## src/rtl/pce_pkg.sv

```systemverilog
package pce_pkg;
  localparam int PIX_W  = 32;
  localparam int CH_W   = 8;
  localparam int NUM_CH = 3;
  localparam int OFF_W  = $clog2(PIX_W);
  localparam int LEN_W  = 4;
  localparam int BPP_W  = 2;
  localparam int CFG_W  = 32;

  localparam int OFF_LSB  = 0;
  localparam int LEN_LSB  = 8;
  localparam int DFLT_LSB = 16;
  localparam int BPP_LSB  = 3;

  localparam logic [1:0] ADDR_FMT = 2'd3;

  typedef struct packed {
    logic [CH_W-1:0]  dflt;
    logic [LEN_W-1:0] len;
    logic [OFF_W-1:0] off;
  } chan_sel_t;

  function automatic chan_sel_t decode_sel(input logic [CFG_W-1:0] w);
    chan_sel_t s;
    s.dflt = w[DFLT_LSB +: CH_W];
    s.len  = w[LEN_LSB +: LEN_W];
    s.off  = w[OFF_LSB +: OFF_W];
    return s;
  endfunction
endpackage

```

## src/rtl/pce_cfg_bank.sv

```systemverilog
module pce_cfg_bank
  import pce_pkg::*;
#(
  parameter int N_CH = NUM_CH
) (
  input  logic                   clk,
  input  logic                   rst,
  input  logic                   we,
  input  logic [1:0]             addr,
  input  logic [CFG_W-1:0]       wdata,
  input  logic                   apply,
  output chan_sel_t              act_sel [N_CH],
  output logic [BPP_W-1:0]       act_bpp
);
  chan_sel_t        stg_sel [N_CH];
  logic [BPP_W-1:0] stg_bpp;

  for (genvar c = 0; c < N_CH; c++) begin : g_ch
    always_ff @(posedge clk) begin
      if (rst) begin
        stg_sel[c] <= '0;
        act_sel[c] <= '0;
      end else begin
        if (we && addr == 2'(c)) stg_sel[c] <= decode_sel(wdata);
        if (apply) act_sel[c] <= stg_sel[c];
      end
    end
  end

  always_ff @(posedge clk) begin
    if (rst) begin
      stg_bpp <= '0;
      act_bpp <= '0;
    end else begin
      if (we && addr == ADDR_FMT) stg_bpp <= wdata[BPP_LSB +: BPP_W];
      if (apply) act_bpp <= stg_bpp;
    end
  end
endmodule

```

## src/rtl/pce_byte_mask.sv

```systemverilog
module pce_byte_mask
  import pce_pkg::*;
(
  input  logic [PIX_W-1:0] raw,
  input  logic [BPP_W-1:0] bpp_m1,
  output logic [PIX_W-1:0] masked
);
  localparam int NBYTES = PIX_W / 8;

  for (genvar b = 0; b < NBYTES; b++) begin : g_byte
    logic keep;
    assign keep = (b <= int'(bpp_m1));
    assign masked[b*8 +: 8] = keep ? raw[b*8 +: 8] : 8'h00;
  end
endmodule

```

## src/rtl/pce_chan_extract.sv

```systemverilog
module pce_chan_extract
  import pce_pkg::*;
(
  input  logic [PIX_W-1:0] pix,
  input  chan_sel_t        sel,
  input  logic             force_dflt,
  output logic [CH_W-1:0]  color
);
  localparam logic [LEN_W-1:0] MAX_LEN = LEN_W'(CH_W);

  logic [PIX_W-1:0] shifted;
  logic [LEN_W-1:0] cnt;
  logic [CH_W:0]    fmask;
  logic [CH_W-1:0]  field;

  always_comb begin
    shifted = pix >> sel.off;
    cnt     = (sel.len > MAX_LEN) ? MAX_LEN : sel.len;
    fmask   = ((CH_W+1)'(1) << cnt) - (CH_W+1)'(1);
    field   = shifted[CH_W-1:0] & fmask[CH_W-1:0];
    if (force_dflt || cnt == '0) color = sel.dflt;
    else                         color = field << (MAX_LEN - cnt);
  end
endmodule

```

## src/rtl/pixel_color_extract.sv

```systemverilog
module pixel_color_extract
  import pce_pkg::*;
(
  input  logic             clk,
  input  logic             rst,
  input  logic             cfg_we,
  input  logic [1:0]       cfg_addr,
  input  logic [31:0]      cfg_wdata,
  input  logic             pix_valid,
  input  logic [31:0]      pix_data,
  input  logic             pix_active,
  input  logic             pix_underrun,
  input  logic             pix_hsync,
  input  logic             pix_vsync,
  input  logic             pix_de,
  output logic             out_valid,
  output logic [7:0]       out_red,
  output logic [7:0]       out_green,
  output logic [7:0]       out_blue,
  output logic             out_hsync,
  output logic             out_vsync,
  output logic             out_de
);
  chan_sel_t        act_sel [NUM_CH];
  logic [BPP_W-1:0] act_bpp;
  logic             vs_q;
  logic             vs_rise;
  logic [PIX_W-1:0] pix_m;
  logic             blank;
  logic [CH_W-1:0]  color [NUM_CH];
  logic [NUM_CH*CH_W-1:0]  act_dflt_flat;
  logic [NUM_CH*LEN_W-1:0] act_len_flat;

  assign vs_rise = pix_vsync && !vs_q;
  assign blank   = !pix_active || pix_underrun;

  always_ff @(posedge clk) begin
    if (rst) vs_q <= 1'b0;
    else     vs_q <= pix_vsync;
  end

  pce_cfg_bank #(.N_CH(NUM_CH)) u_cfg (
    .clk     (clk),
    .rst     (rst),
    .we      (cfg_we),
    .addr    (cfg_addr),
    .wdata   (cfg_wdata),
    .apply   (vs_rise),
    .act_sel (act_sel),
    .act_bpp (act_bpp)
  );

  pce_byte_mask u_mask (
    .raw    (pix_data),
    .bpp_m1 (act_bpp),
    .masked (pix_m)
  );

  for (genvar c = 0; c < NUM_CH; c++) begin : g_chan
    pce_chan_extract u_ext (
      .pix        (pix_m),
      .sel        (act_sel[c]),
      .force_dflt (blank),
      .color      (color[c])
    );
    assign act_dflt_flat[c*CH_W +: CH_W]   = act_sel[c].dflt;
    assign act_len_flat[c*LEN_W +: LEN_W]  = act_sel[c].len;
  end

  always_ff @(posedge clk) begin
    if (rst) begin
      out_valid <= 1'b0;
      out_red   <= '0;
      out_green <= '0;
      out_blue  <= '0;
      out_hsync <= 1'b0;
      out_vsync <= 1'b0;
      out_de    <= 1'b0;
    end else begin
      out_valid <= pix_valid;
      out_red   <= color[0];
      out_green <= color[1];
      out_blue  <= color[2];
      out_hsync <= pix_hsync;
      out_vsync <= pix_vsync;
      out_de    <= pix_de;
    end
  end
endmodule

```

## config.mk

```make
export PLATFORM = sky130hd
export DESIGN_NAME = pixel_color_extract
export DESIGN_NICKNAME = d
export VERILOG_FILES = /design/src/rtl/pce_pkg.sv /design/src/rtl/pce_cfg_bank.sv /design/src/rtl/pce_byte_mask.sv /design/src/rtl/pce_chan_extract.sv /design/src/rtl/pixel_color_extract.sv
export SDC_FILE = /design/constraint.sdc
export NUM_CORES = 1
export LEC_CHECK = 0
export BUFFER_PORTS_ARGS = -buffer_cell sky130_fd_sc_hd__clkbuf_2
export CAP_MARGIN = 20
export CORE_MARGIN = 1.5
export CORE_UTILIZATION = 60
export DETAILED_ROUTE_END_ITERATION = 8
export PLACE_DENSITY = 0.8
export SYNTH_ARGS = -nofsm -noshare
export SYNTH_HDL_FRONTEND = slang
export SYNTH_SLANG_ARGS = --single-unit
```

## constraint.sdc

```tcl
create_clock -name clk -period 4.91 [get_ports clk]
set_clock_uncertainty 0.15 [all_clocks]
set_input_delay 0.7365 -clock clk [delete_from_list [all_inputs] [get_ports clk]]
set_output_delay 0.7365 -clock clk [all_outputs]
set_load 0.05 [all_outputs]
```

=== Word-level counts from Yosys, hierarchy flattened ===
Memory sizes are Yosys's and may differ from the RTL's. A register that Yosys moved wholly into a read port is not among the register bits.
Index checks and enable logic that the tools add are counted.

* Register bits after elaboration: 32
* Memory bits (writable): 51
* Input port bits: 75
* Word-level logic and storage cells: 78
* Memories: 1

{| class="wikitable"
|+ Memories
! memory !! words !! bits a word !! rd ports !! clocked after Yosys merged registers in !! wr ports !! RTL line !! RTL
|-
| u_cfg.stg_sel || 3 || 17 || 3 || 3 || 3 || pce_cfg_bank.sv:15 || <nowiki>chan_sel_t stg_sel [N_CH];</nowiki>
|}

* Add/sub/neg operators: 6
* Magnitude comparators: 6
* Equality and inequality tests: 3
* Shift-type cells: 9
* Multiplexer cells: 23
* Bitwise logic cells: 6
* Reduce and logical (&&, ||, !) cells: 15

{| class="wikitable"
|+ Operators by type and width
! operator !! count
|-
| $shr 32x5->8 || 3
|-
| $mux 17 || 3
|-
| $mux 8 || 6
|-
| $and 8x8->8 || 3
|-
| $shl 1x4->8 const A || 3
|-
| $shl 8x4->8 || 3
|-
| $sub 8x2->8 const B || 3
|-
| $gt 4x4->1 const B || 3
|-
| $logic_not 4->1 || 3
|-
| $mux 4 || 3
|-
| $sub 4x4->4 const A || 3
|-
| $mux 1 || 11
|-
| $logic_and 1x1->1 || 5
|-
| $eq 2x2->1 const B || 2
|-
| $le 2x2->1 const A || 2
|-
| $logic_or 1x1->1 || 4
|-
| $or 1x1->1 || 3
|-
| $eq 2x1->1 const B || 1
|-
| $le 1x2->1 const A || 1
|-
| $logic_not 1->1 || 2
|-
| $logic_not 2->1 || 1
|}

=== Logic depth before layout (Yosys ltp) ===
Gate-level depths: netlist of run 1.

* Depth in word-level cells: 7
* Gate-level depth with buffers: 17
* Depth with buffers taken out: 15

=== By module ===
Synthesis of run 1 repeated with hierarchy kept, for this count alone.

* Cells, all modules: 1099
* Area total of the unflattened synthesis: 11284.6 µm²

{| class="wikitable"
|+ By module, submodules not included
! module !! instances !! cells an instance !! area an instance (µm²)
|-
| pce_cfg_bank || 1 || 316 || 3986.3
|-
| pce_chan_extract (g_chan[0].u_ext) || 1 || 229 || 2155.8
|-
| pce_chan_extract (g_chan[1].u_ext) || 1 || 235 || 2067.0
|-
| pce_chan_extract (g_chan[2].u_ext) || 1 || 224 || 2021.9
|-
| pixel_color_extract || 1 || 60 || 790.8
|-
| pce_byte_mask || 1 || 35 || 262.8
|}

=== Least setup slack after synthesis of run 1 ===
No wires, ideal clock.

* Kind: reg-to-reg
* Start point: reg, netlist name u_cfg.act_sel[25]
* End point: reg out_green[6]
* Arrival time: 3.350 ns
* Data required time: 4.691 ns
* Setup slack: 1.341 ns
* Cell stages (with the launch flop): 18
* Path through: dfxtp_1 > clkbuf_1 > nor2b_1 > inv_1 > clkbuf_1 > ha_1 > ha_1 > nor2b_1 > inv_1 > ha_1 > inv_1 > or4_1 > and3_1 > nor4_1 > a21oi_1 > nand2b_1 > a311o_1 > o21ai_1

* Longest elaborated chain between the ends: 7
* Elaborated cells between the ends (all ways): 10

{| class="wikitable"
|+ RTL lines
! element !! RTL line !! RTL
|-
| $gt 4x4->1 || pce_chan_extract.sv:18 || <nowiki>cnt = (sel.len > MAX_LEN) ? MAX_LEN : sel.len;</nowiki>
|-
| $mux 4 * || pce_chan_extract.sv:18 ||
|-
| $shl 1x4->8 || pce_chan_extract.sv:19 || <nowiki>fmask = ((CH_W+1)'(1) << cnt) - (CH_W+1)'(1);</nowiki>
|-
| $sub 8x2->8 || pce_chan_extract.sv:19 ||
|-
| $and 8x8->8 || pce_chan_extract.sv:20 || <nowiki>field = shifted[CH_W-1:0] & fmask[CH_W-1:0];</nowiki>
|-
| $shl 8x4->8 || pce_chan_extract.sv:22 || <nowiki>else color = field << (MAX_LEN - cnt);</nowiki>
|-
| $mux 8 * || pce_chan_extract.sv:21 || <nowiki>if (force_dflt || cnt == '0) color = sel.dflt;</nowiki>
|-
| end signal: assignment || pixel_color_extract.sv:82 || <nowiki>out_green <= color[1];</nowiki>
|-
| end: declaration || pixel_color_extract.sv:18 || <nowiki>output logic [7:0] out_green,</nowiki>
|}

Mark *: on every way between the ends. The rest lies on a longest branch, timed or not.
A chain may end at the register's enable or synchronous reset.

=== Final worst setup path of run 1 ===
* Start point: reg, netlist name u_cfg.act_sel[42]
* End point: reg out_red[3]

* Longest elaborated chain between the ends: 7
* Elaborated cells between the ends (all ways): 10

{| class="wikitable"
|+ RTL lines
! element !! RTL line !! RTL
|-
| $gt 4x4->1 || pce_chan_extract.sv:18 ||
|-
| $mux 4 * || pce_chan_extract.sv:18 ||
|-
| $shl 1x4->8 || pce_chan_extract.sv:19 ||
|-
| $sub 8x2->8 || pce_chan_extract.sv:19 ||
|-
| $and 8x8->8 || pce_chan_extract.sv:20 ||
|-
| $shl 8x4->8 || pce_chan_extract.sv:22 ||
|-
| $mux 8 * || pce_chan_extract.sv:21 ||
|-
| end signal: assignment || pixel_color_extract.sv:81 || <nowiki>out_red <= color[0];</nowiki>
|-
| end: declaration || pixel_color_extract.sv:17 || <nowiki>output logic [7:0] out_red,</nowiki>
|}

Marked as above.

==> impl_metrics.env, run 1 <==
export IMPL_htreeDepth=4
export IMPL_ys_seq_area_share_pct=29.1
export IMPL_routed_via_density=6.83
export IMPL_grt_max_degree=58
export IMPL_post_cts_setup_buffers=0
export IMPL_drive_above_1_share_pct=16.6
export IMPL_layout_commonest_cell="nand2_1"
export IMPL_fillCellCount=1483
export IMPL_synth_top_area_cell="dfxtp_1"
export IMPL_ys_types=83
export IMPL_vias=10400
export IMPL_portBuffers=87
export IMPL_wl_per_cell_um=21.3
export IMPL_finalPower_uw=3280
export IMPL_power_density_nw_per_um2=279
export IMPL_root_buffer="clkbuf_16"
export IMPL_crit_path_top_delay_cell="nor2b_1"
export IMPL_critical_path_required_ps=5100
export IMPL_layout_nets=1370
export IMPL_worstMarginPinSlew_ps=1080
export IMPL_detailed_place_hpwl_um=22700
export IMPL_die_area_um2=19100
export IMPL_area_growth_pct=7.32
export IMPL_end_kind="register"
export IMPL_first_pass_iters=5
export IMPL_cpPeakStageDelay_ps=600
export IMPL_initial_core_util_pct=61.0
export IMPL_final_core_util_pct=65.5
export IMPL_routed_wirelength_um=32300
export IMPL_cts_resized=0
export IMPL_hold_path_class="register to register"
export IMPL_cts_made_buffers=17
export IMPL_diodes=0
export IMPL_seqCellArea_um2=3200
export IMPL_crit_chain="nor2b_1 -> inv_1 -> ha_1 -> ha_1 -> nor2b_1 -> inv_1 -> ha_1 -> inv_1 -> xnor2_1 -> nand2_1 -> a2111oi_0 -> or3_1 -> a2bb2oi_1 -> mux2i_1 -> o21ai_0"
export IMPL_ir_drop_uv=486
export IMPL_synth_async_reset_ratio_pct=0
export IMPL_num_io_pins=103
export IMPL_ys_seq_elements=134
export IMPL_ant_nets=0
export IMPL_avgSynthCellArea_um2=8.53
export IMPL_final_max_slew_violation_count=0
export IMPL_hold_depth=2
export IMPL_fin_hold_ws_ps=303
export IMPL_coreArea_um2=18000
export IMPL_p_leak_uw=0.00416
export IMPL_synthTopCellsByArea="dfxtp_1, edfxtp_1, mux4_2, mux2i_1, nand2_1"
export IMPL_r2r_cells=15
export IMPL_grt_overflow=0
export IMPL_synth_edf_count=51
export IMPL_clkTransAtPathRegs_ps=60
export IMPL_syn_inst=1285
export IMPL_fp_dieW_um=138
export IMPL_layout_common_cells="nand2_1, a21oi_1, clkbuf_2, mux2i_1, dfxtp_1"
export IMPL_period_needed_ps=4170
export IMPL_outcome="finished clean"
export IMPL_synth_ff_type="dfxtp_1"
export IMPL_ys_warn_count=0
export IMPL_clock_path_buffers=2
export IMPL_place_gp_congestion=0.972
export IMPL_grt_pass1_vias=9359
export IMPL_fmax_mhz=240
export IMPL_die_h_um=138
export IMPL_cp_start_kind="register"
export IMPL_synth_nets=1381
export IMPL_postCtsHoldBufs=0
export IMPL_worstSetupPathType="register to register"
export IMPL_crit_fanout=13
export IMPL_clk_insertion_delay_late_ps=410
export IMPL_synth_top_area_share_pct=15.2
export IMPL_drc_errors=0
export IMPL_hold_viol_final=0
export IMPL_slew_headroom_pct=28.2
export IMPL_grt_usage_pct=33.0
export IMPL_rsz0062_at_grt="false"
export IMPL_cts_tree="done"
export IMPL_max_cap_violations=0
export IMPL_drtIter0Drc=1083
export IMPL_finalSetupTns_ps=0
export IMPL_finalSetupViolations=0
export IMPL_fp_row_count=49
export IMPL_fin_crit_sh_pct=84.9
export IMPL_cts_sinks=134
export IMPL_multi_input_area_um2=7010
export IMPL_critPathArrivalTime_ps=4350
export IMPL_syn_area_um2=11000
export IMPL_antenna_found_initial=0
export IMPL_grt_pass1_wl_um=51000
sequential cells by signal (all words and copies together), names as in the netlist:
signal         flops
out_blue           8
u_cfg.stg_bpp      2
out_green          8
out_valid          1
out_hsync          1
out_red            8
out_de             1
u_cfg.act_bpp      2
u_cfg.act_sel     51
u_cfg.stg_sel     51
out_vsync          1
metal layers:
layer / part of all wire (%) / vias up / global-route usage (%)
li1: - / 4752 / -
met1: 42 / 4892 / 46.4
met2: 45 / 637 / 51.1
met3: 10 / 69 / 6.34
met4: 2.7 / 0 / 11.5
met5: 0 / - / 0
final cells by class:
| class | instances | area share [%] |
|---|---|---|
| multi-input combinational | 980 | 59.6 |
| sequential | 134 | 27.2 |
| timing repair buffer | 104 | 4.79 |
| clock buffer | 19 | 3.68 |
| tap | 229 | 2.44 |
| inverter | 37 | 1.18 |
| clock inverter | 13 | 1.13 |
final timing paths:
kind | from | endpoint | slack, ps
min reg2reg | u_cfg.act_sel[45] | u_cfg.act_sel[45] | 300
max reg2reg | u_cfg.act_sel[42] | out_red[3] | 740
min | u_cfg.act_sel[45] | u_cfg.act_sel[45] | 300
max | u_cfg.act_sel[42] | out_red[3] | 740
where the power goes:
group	switching, uW	total [uW]	internal [uW]
sequential	75.7	1300	1220
combinational	470	776	305
clock	465	1210	742
total	1010	3280	2270
per-stage QoR:
stage | cell area [um2] | setup WS (ps) | cells
2_1_floorplan | 11000 | 1340 | 1285
3_3_place_gp | 11200 | 1020 | 1484
6_report | 11800 | 743 | 1516
3_5_place_dp | 11200 | 770 | 1484
4_1_cts | 11800 | 742 | 1516
5_1_grt | 11800 | 326 | 1516
logic make-up (layout without fill, tap and decap cells):
logic type / Yosys count / in the layout / synth area share, %
multiplexers: 144 / 144 / 18.7
buffers and inverters: 171 / 173 / 7.04
flip-flops: 134 / 134 / 29.1
AND/OR/NAND/NOR: 474 / 474 / 21.5
AO/OA/AOI/OAI: 334 / 334 / 20.7
XOR/XNOR: 7 / 7 / 0.559
adder cells (fa/ha/maj): 21 / 21 / 2.40
cell usage after synthesis, drive strengths merged (21+ instances only):
cell type / count
a21oi: 92
and2: 64
buf: 51
clkbuf: 83
dfxtp: 83
edfxtp: 51
ha: 21
inv: 33
mux2i: 84
mux4: 45
nand2: 180
nand2b: 26
nand3: 38
nor2: 54
nor2b: 24
nor3: 28
o21ai: 47
worst max-delay path, delay by kind of cell (launching register included):
| family | cells | cell delay [ps] |
|---|---|---|
| AND/OR/NAND/NOR | 4 | 1060 |
| AO/OA/AOI/OAI | 3 | 840 |
| adder cells (fa/ha/maj) | 3 | 690 |
| buffers and inverters | 3 | 470 |
| flip-flops | 1 | 440 |
| XOR/XNOR | 1 | 280 |
| multiplexers | 1 | 160 |
Power figures use the tool's default switching activity.
==> run 2: changes to the inputs <==
CORE_UTILIZATION = 55   (was 60)
PLACE_DENSITY = 0.77   (was 0.8)
clock period = 3.7 ns   (was 4.91 ns; I/O delays follow)
==> run 2 against run 1 <==
Final area grew 3.2%. Via count grew 1.5%. Total power grew 31%. Maximum frequency grew 20%. Critical endpoint is now out_green[6]. Sequential share of layout area shrank 0.84 points. Largest power group unchanged. Clock power grew 24%.
==> impl_metrics.env, run 2 (synthesized netlist as in run 1, its figures left out) <==
export IMPL_outcome="finished clean"
export IMPL_first_pass_iters=7
export IMPL_vias=10500
export IMPL_hold_path_class="primary input to register"
export IMPL_crit_fanout=5
export IMPL_root_buffer="clkbuf_16"
export IMPL_postCtsHoldBufs=0
export IMPL_clock_path_buffers=2
export IMPL_fin_hold_ws_ps=210
export IMPL_die_h_um=144
export IMPL_layout_common_cells="nand2_1, a21oi_1, clkbuf_2, mux2i_1, dfxtp_1"
export IMPL_cpPeakStageDelay_ps=490
export IMPL_area_growth_pct=10.7
export IMPL_finalSetupTns_ps=0
export IMPL_finalSetupViolations=0
export IMPL_detailed_place_hpwl_um=24400
export IMPL_instances_no_fill=1591
export IMPL_rsz0062_at_grt="false"
export IMPL_finalPower_uw=4300
export IMPL_cp_start_kind="register"
export IMPL_place_gp_congestion=0.989
export IMPL_antenna_found_initial=0
export IMPL_coreArea_um2=19500
export IMPL_p_leak_uw=0.00438
export IMPL_htreeDepth=4
export IMPL_drc_errors=0
export IMPL_slew_headroom_pct=55.9
export IMPL_ir_drop_uv=486
export IMPL_num_io_pins=103
export IMPL_drtIter0Drc=1200
export IMPL_final_max_slew_violation_count=0
export IMPL_worstSetupPathType="register to register"
export IMPL_top_regs="u_cfg.act_sel: 51 flops, u_cfg.stg_sel: 51 flops"
export IMPL_routed_wirelength_um=33900
export IMPL_crit_family="simple AND/OR/NAND/NOR gates"
export IMPL_end_kind="register"
export IMPL_max_cap_violations=0
export IMPL_fp_row_count=51
export IMPL_fin_crit_sh_pct=93.8
export IMPL_hold_viol_final=0
export IMPL_portBuffers=87
export IMPL_grt_pass1_wl_um=52600
export IMPL_drive_above_1_share_pct=18.9
export IMPL_initial_core_util_pct=56.1
export IMPL_period_needed_ps=3470
export IMPL_grt_overflow=0
export IMPL_crit_path_top_delay_cell="or4_1"
export IMPL_cts_made_buffers=17
export IMPL_critPathArrivalTime_ps=3660
export IMPL_critical_path_required_ps=3890
export IMPL_fp_dieW_um=144
export IMPL_ant_nets=0
export IMPL_grt_usage_pct=32.7
export IMPL_wl_per_cell_um=21.3
export IMPL_cts_tree="done"
export IMPL_layout_nets=1409
export IMPL_clkTransAtPathRegs_ps=60
export IMPL_die_area_um2=20800
export IMPL_fmax_mhz=288
export IMPL_diodes=0
export IMPL_clk_insertion_delay_late_ps=410
export IMPL_grt_pass1_vias=9376
export IMPL_grt_max_degree=54
export IMPL_cts_sinks=134
export IMPL_worst_path_buf_inv=3
export IMPL_dp_cells=1557
export IMPL_power_density_nw_per_um2=354
export IMPL_fillCellCount=1696
export IMPL_routed_via_density=6.60
export IMPL_layout_commonest_cell="nand2_1"
export IMPL_crit_chain="nor2b_1 -> inv_1 -> ha_1 -> ha_1 -> nor2b_1 -> inv_1 -> ha_1 -> inv_1 -> or4_1 -> and3_1 -> nor4_1 -> a21oi_1 -> nand2b_1 -> a311o_1 -> o21ai_1"
export IMPL_worstMarginPinSlew_ps=660
-- run 2: cell count changes in the layout (fill, tap and decap cells not counted), sizes merged --
| cell | previous run | this run |
|---|---|---|
| buf | 17 | 56 |
| bufinv | 2 | 1 |
| clkbuf | 106 | 108 |
| clkinv | 10 | 11 |
| clkinvlp | 4 | 3 |
| inv | 34 | 33 |
-- run 2: layer usage --
layer	track usage [%]	wire length (um)	vias up
met3	5.66	3220	82
met5	0	0	-
met2	50.5	15300	628
met4	11.3	944	0
li1	-	-	4828
met1	46.3	14400	4970
-- run 2: worst paths after layout --
| path | to | startpoint | cells after the start | slack [ps] |
|---|---|---|---|---|
| setup / recovery | out_green[6] | u_cfg.act_sel[22] | 15 | 230 |
| setup reg to reg | out_green[6] | u_cfg.act_sel[22] | 15 | 230 |
| hold / removal | out_de | pix_de | 2 | 210 |
| hold reg to reg | u_cfg.act_sel[43] | u_cfg.act_sel[43] | 2 | 310 |
-- run 2: layout make-up --
cell class	count	area, um2	area share [%]
clock buffer	21	440	3.63
clock inverter	11	85.1	0.701
inverter	37	139	1.14
multi-input combinational	980	7020	57.8
sequential	134	3200	26.3
tap	265	332	2.73
timing repair buffer	143	926	7.63
-- run 2: power by group --
group	switching [uW]	internal, uW
registers	75.9	1620
clock network	592	910
logic	664	440
-- run 2: what timing repair did --
action                     CTS  global route
setup endpoints to repair    0             6
gates resized for setup      0             3
buffers inserted             0             0
-- run 2: through the flow --
step / worst slack, ps / util [%] / cell area (um2)
after floorplan: 131 / - / 11000
after global placement: 396 / 59.2 / 11600
after detailed placement: 335 / 59.2 / 11600
after CTS: 290 / 61.9 / 12100
after global routing: 2.33 / 62.2 / 12100
final: 229 / 62.2 / 12100
==> run 3: changes to the inputs <==
CORE_UTILIZATION = 60   (was 55)
PLACE_DENSITY = 0.8   (was 0.77)
clock period = 4.3 ns   (was 3.7 ns; I/O delays follow)
==> run 3 against run 2 <==
Combinational power fell by 17%. Hold slack improved by 81 ps. Final area fell by 2.0%. Non-clock buffer count fell by 28. Worst setup slack improved by 160 ps. Sequential cell count did not move. Total power fell by 11%. Count of clock-buffer cells in the layout fell by 1. Sequential power fell by 14%. Clock power fell by 3%. Die area fell by 8.2%.
==> impl_metrics.env, run 3 (synthesized netlist as in run 1, its figures left out) <==
export IMPL_critical_path_required_ps=4490
export IMPL_diodes=0
export IMPL_first_pass_iters=8
export IMPL_portBuffers=87
export IMPL_drive_above_1_share_pct=17.5
export IMPL_hold_depth=2
export IMPL_antenna_found_initial=0
export IMPL_routed_wirelength_um=33100
export IMPL_critPathArrivalTime_ps=4100
export IMPL_worstSetupPathType="register to register"
export IMPL_root_buffer="clkbuf_16"
export IMPL_power_density_nw_per_um2=323
export IMPL_fp_row_count=49
export IMPL_crit_fanout=12
export IMPL_crit_chain="nor2b_1 -> inv_1 -> ha_1 -> ha_1 -> nor2b_1 -> inv_1 -> ha_1 -> inv_1 -> or4_1 -> and3_1 -> nor4_1 -> a21oi_1 -> nand2b_1 -> a311o_1 -> o21ai_1"
export IMPL_outcome="finished clean"
export IMPL_layout_common_cells="nand2_1, a21oi_1, clkbuf_2, mux2i_1, dfxtp_1"
export IMPL_postCtsHoldBufs=0
export IMPL_clk_insertion_delay_late_ps=410
export IMPL_hold_path_class="primary input to register"
export IMPL_worstMarginPinSlew_ps=1030
export IMPL_max_cap_violations=0
export IMPL_grt_max_degree=81
export IMPL_grt_overflow=0
export IMPL_cts_made_buffers=17
export IMPL_min_from="pix_de"
export IMPL_cpPeakStageDelay_ps=490
export IMPL_finalSetupViolations=0
export IMPL_finalSetupTns_ps=0
export IMPL_layout_nets=1381
export IMPL_die_area_um2=19100
export IMPL_rsz0062_at_grt="false"
export IMPL_crit_path_top_delay_cell="or4_1"
export IMPL_end_kind="register"
export IMPL_drc_errors=0
export IMPL_layout_commonest_cell="nand2_1"
export IMPL_slew_headroom_pct=31.5
export IMPL_top_regs="u_cfg.act_sel: 51 flops, u_cfg.stg_sel: 51 flops"
export IMPL_routed_via_density=6.91
export IMPL_hold_end="out_de"
export IMPL_fillCellCount=1476
export IMPL_grt_usage_pct=34.2
export IMPL_dpl_worst_slack_ps=457
export IMPL_period_needed_ps=3910
export IMPL_detailed_place_hpwl_um=23400
export IMPL_rr_endpoint="out_green[6]"
export IMPL_cts_resized=0
export IMPL_ir_drop_uv=340
export IMPL_fmax_mhz=256
export IMPL_dp_cells=1494
export IMPL_clkTransAtPathRegs_ps=60
export IMPL_fin_crit_sh_pct=90.9
export IMPL_vias=10600
export IMPL_wl_per_cell_um=21.7
export IMPL_r2r_start="u_cfg.act_sel[25]"
export IMPL_setup_slack_ps=390
export IMPL_instances_no_fill=1527
export IMPL_r2r_cells=15
export IMPL_cts_sinks=134
export IMPL_hold_viol_final=0
export IMPL_reg2reg_slack_ps=390
export IMPL_grt_pass1_wl_um=52700
export IMPL_grt_pass1_vias=9661
export IMPL_place_gp_congestion=1.04
export IMPL_ant_nets=0
export IMPL_initial_core_util_pct=61.0
export IMPL_coreArea_um2=18000
export IMPL_die_h_um=138
export IMPL_area_growth_pct=8.50
export IMPL_p_leak_uw=0.00425
export IMPL_cts_tree="done"
export IMPL_num_io_pins=103
export IMPL_htreeDepth=4
export IMPL_fp_dieW_um=138
export IMPL_cp_start_kind="register"
export IMPL_post_cts_setup_buffers=0
export IMPL_drtIter0Drc=1477
export IMPL_clock_path_buffers=2
export IMPL_final_max_slew_violation_count=0
## run 3: cell count changes in the layout (fill, tap and decap cells not counted), moves of 2 or more
cell	change
bufinv_16	+2
buf_12	-3
clkinv_1	-2
clkbuf_1	-2
clkinv_4	+3
clkinv_2	-2
buf_4	-24
## run 3: layer usage
layer  wire length, um  track usage (%)  up-vias
met2             14900             53.0      708
met4               916             10.5        0
met3              3790             6.48      103
met1             13500             48.7     4964
li1                  -                -     4780
met5                 0                0        -
## run 3: critical path, delay by kind of cell, from the launching register on
kind	cells	cell delay (ps)
adder cells (fa/ha/maj)	3	670
AO/OA/AOI/OAI	3	560
AND/OR/NAND/NOR	6	1590
buffers and inverters	3	440
flip-flops	1	420
## run 3: per-stage QoR
stage | area, um2 | hold slack (ps) | utilization, % | power [uW]
after floorplan | 11000 | 275 | - | 2140
after global placement | 11300 | 293 | 62.7 | 2360
after detailed placement | 11300 | 297 | 62.8 | 2370
after CTS | 11900 | 291 | 66.1 | 3820
after global routing | 11900 | 317 | 66.2 | 3980
final | 11900 | 290 | 66.2 | 3840
## run 3: layout make-up
| type | count | area, um2 | share of cell area [%] |
|---|---|---|---|
| Multi-Input combinational cell | 980 | 7010 | 59.0 |
| Sequential cell | 134 | 3200 | 26.9 |
| Timing Repair Buffer | 115 | 658 | 5.53 |
| Clock buffer | 20 | 447 | 3.76 |
| Tap cell | 229 | 287 | 2.41 |
| Clock inverter | 12 | 154 | 1.29 |
| Inverter | 37 | 139 | 1.17 |
## run 3: worst max-delay path by stage
stage | startpoint | end | cells after the start
2_1_floorplan | u_cfg.act_sel[25] | out_green[6] | 17
3_3_place_gp | u_cfg.act_sel[25] | out_green[6] | 15
6_report | u_cfg.act_sel[25] | out_green[6] | 15
3_5_place_dp | u_cfg.act_sel[25] | out_green[6] | 15
4_1_cts | u_cfg.act_sel[25] | out_green[6] | 15
5_1_grt | u_cfg.act_sel[25] | out_green[6] | 15
## run 3: report_power, final
group | internal [uW] | leakage, uW | switching [uW] | total [uW]
clock network | 925 | 0.000286 | 532 | 1460
logic | 357 | 0.00278 | 554 | 911
registers | 1390 | 0.00118 | 77.6 | 1470
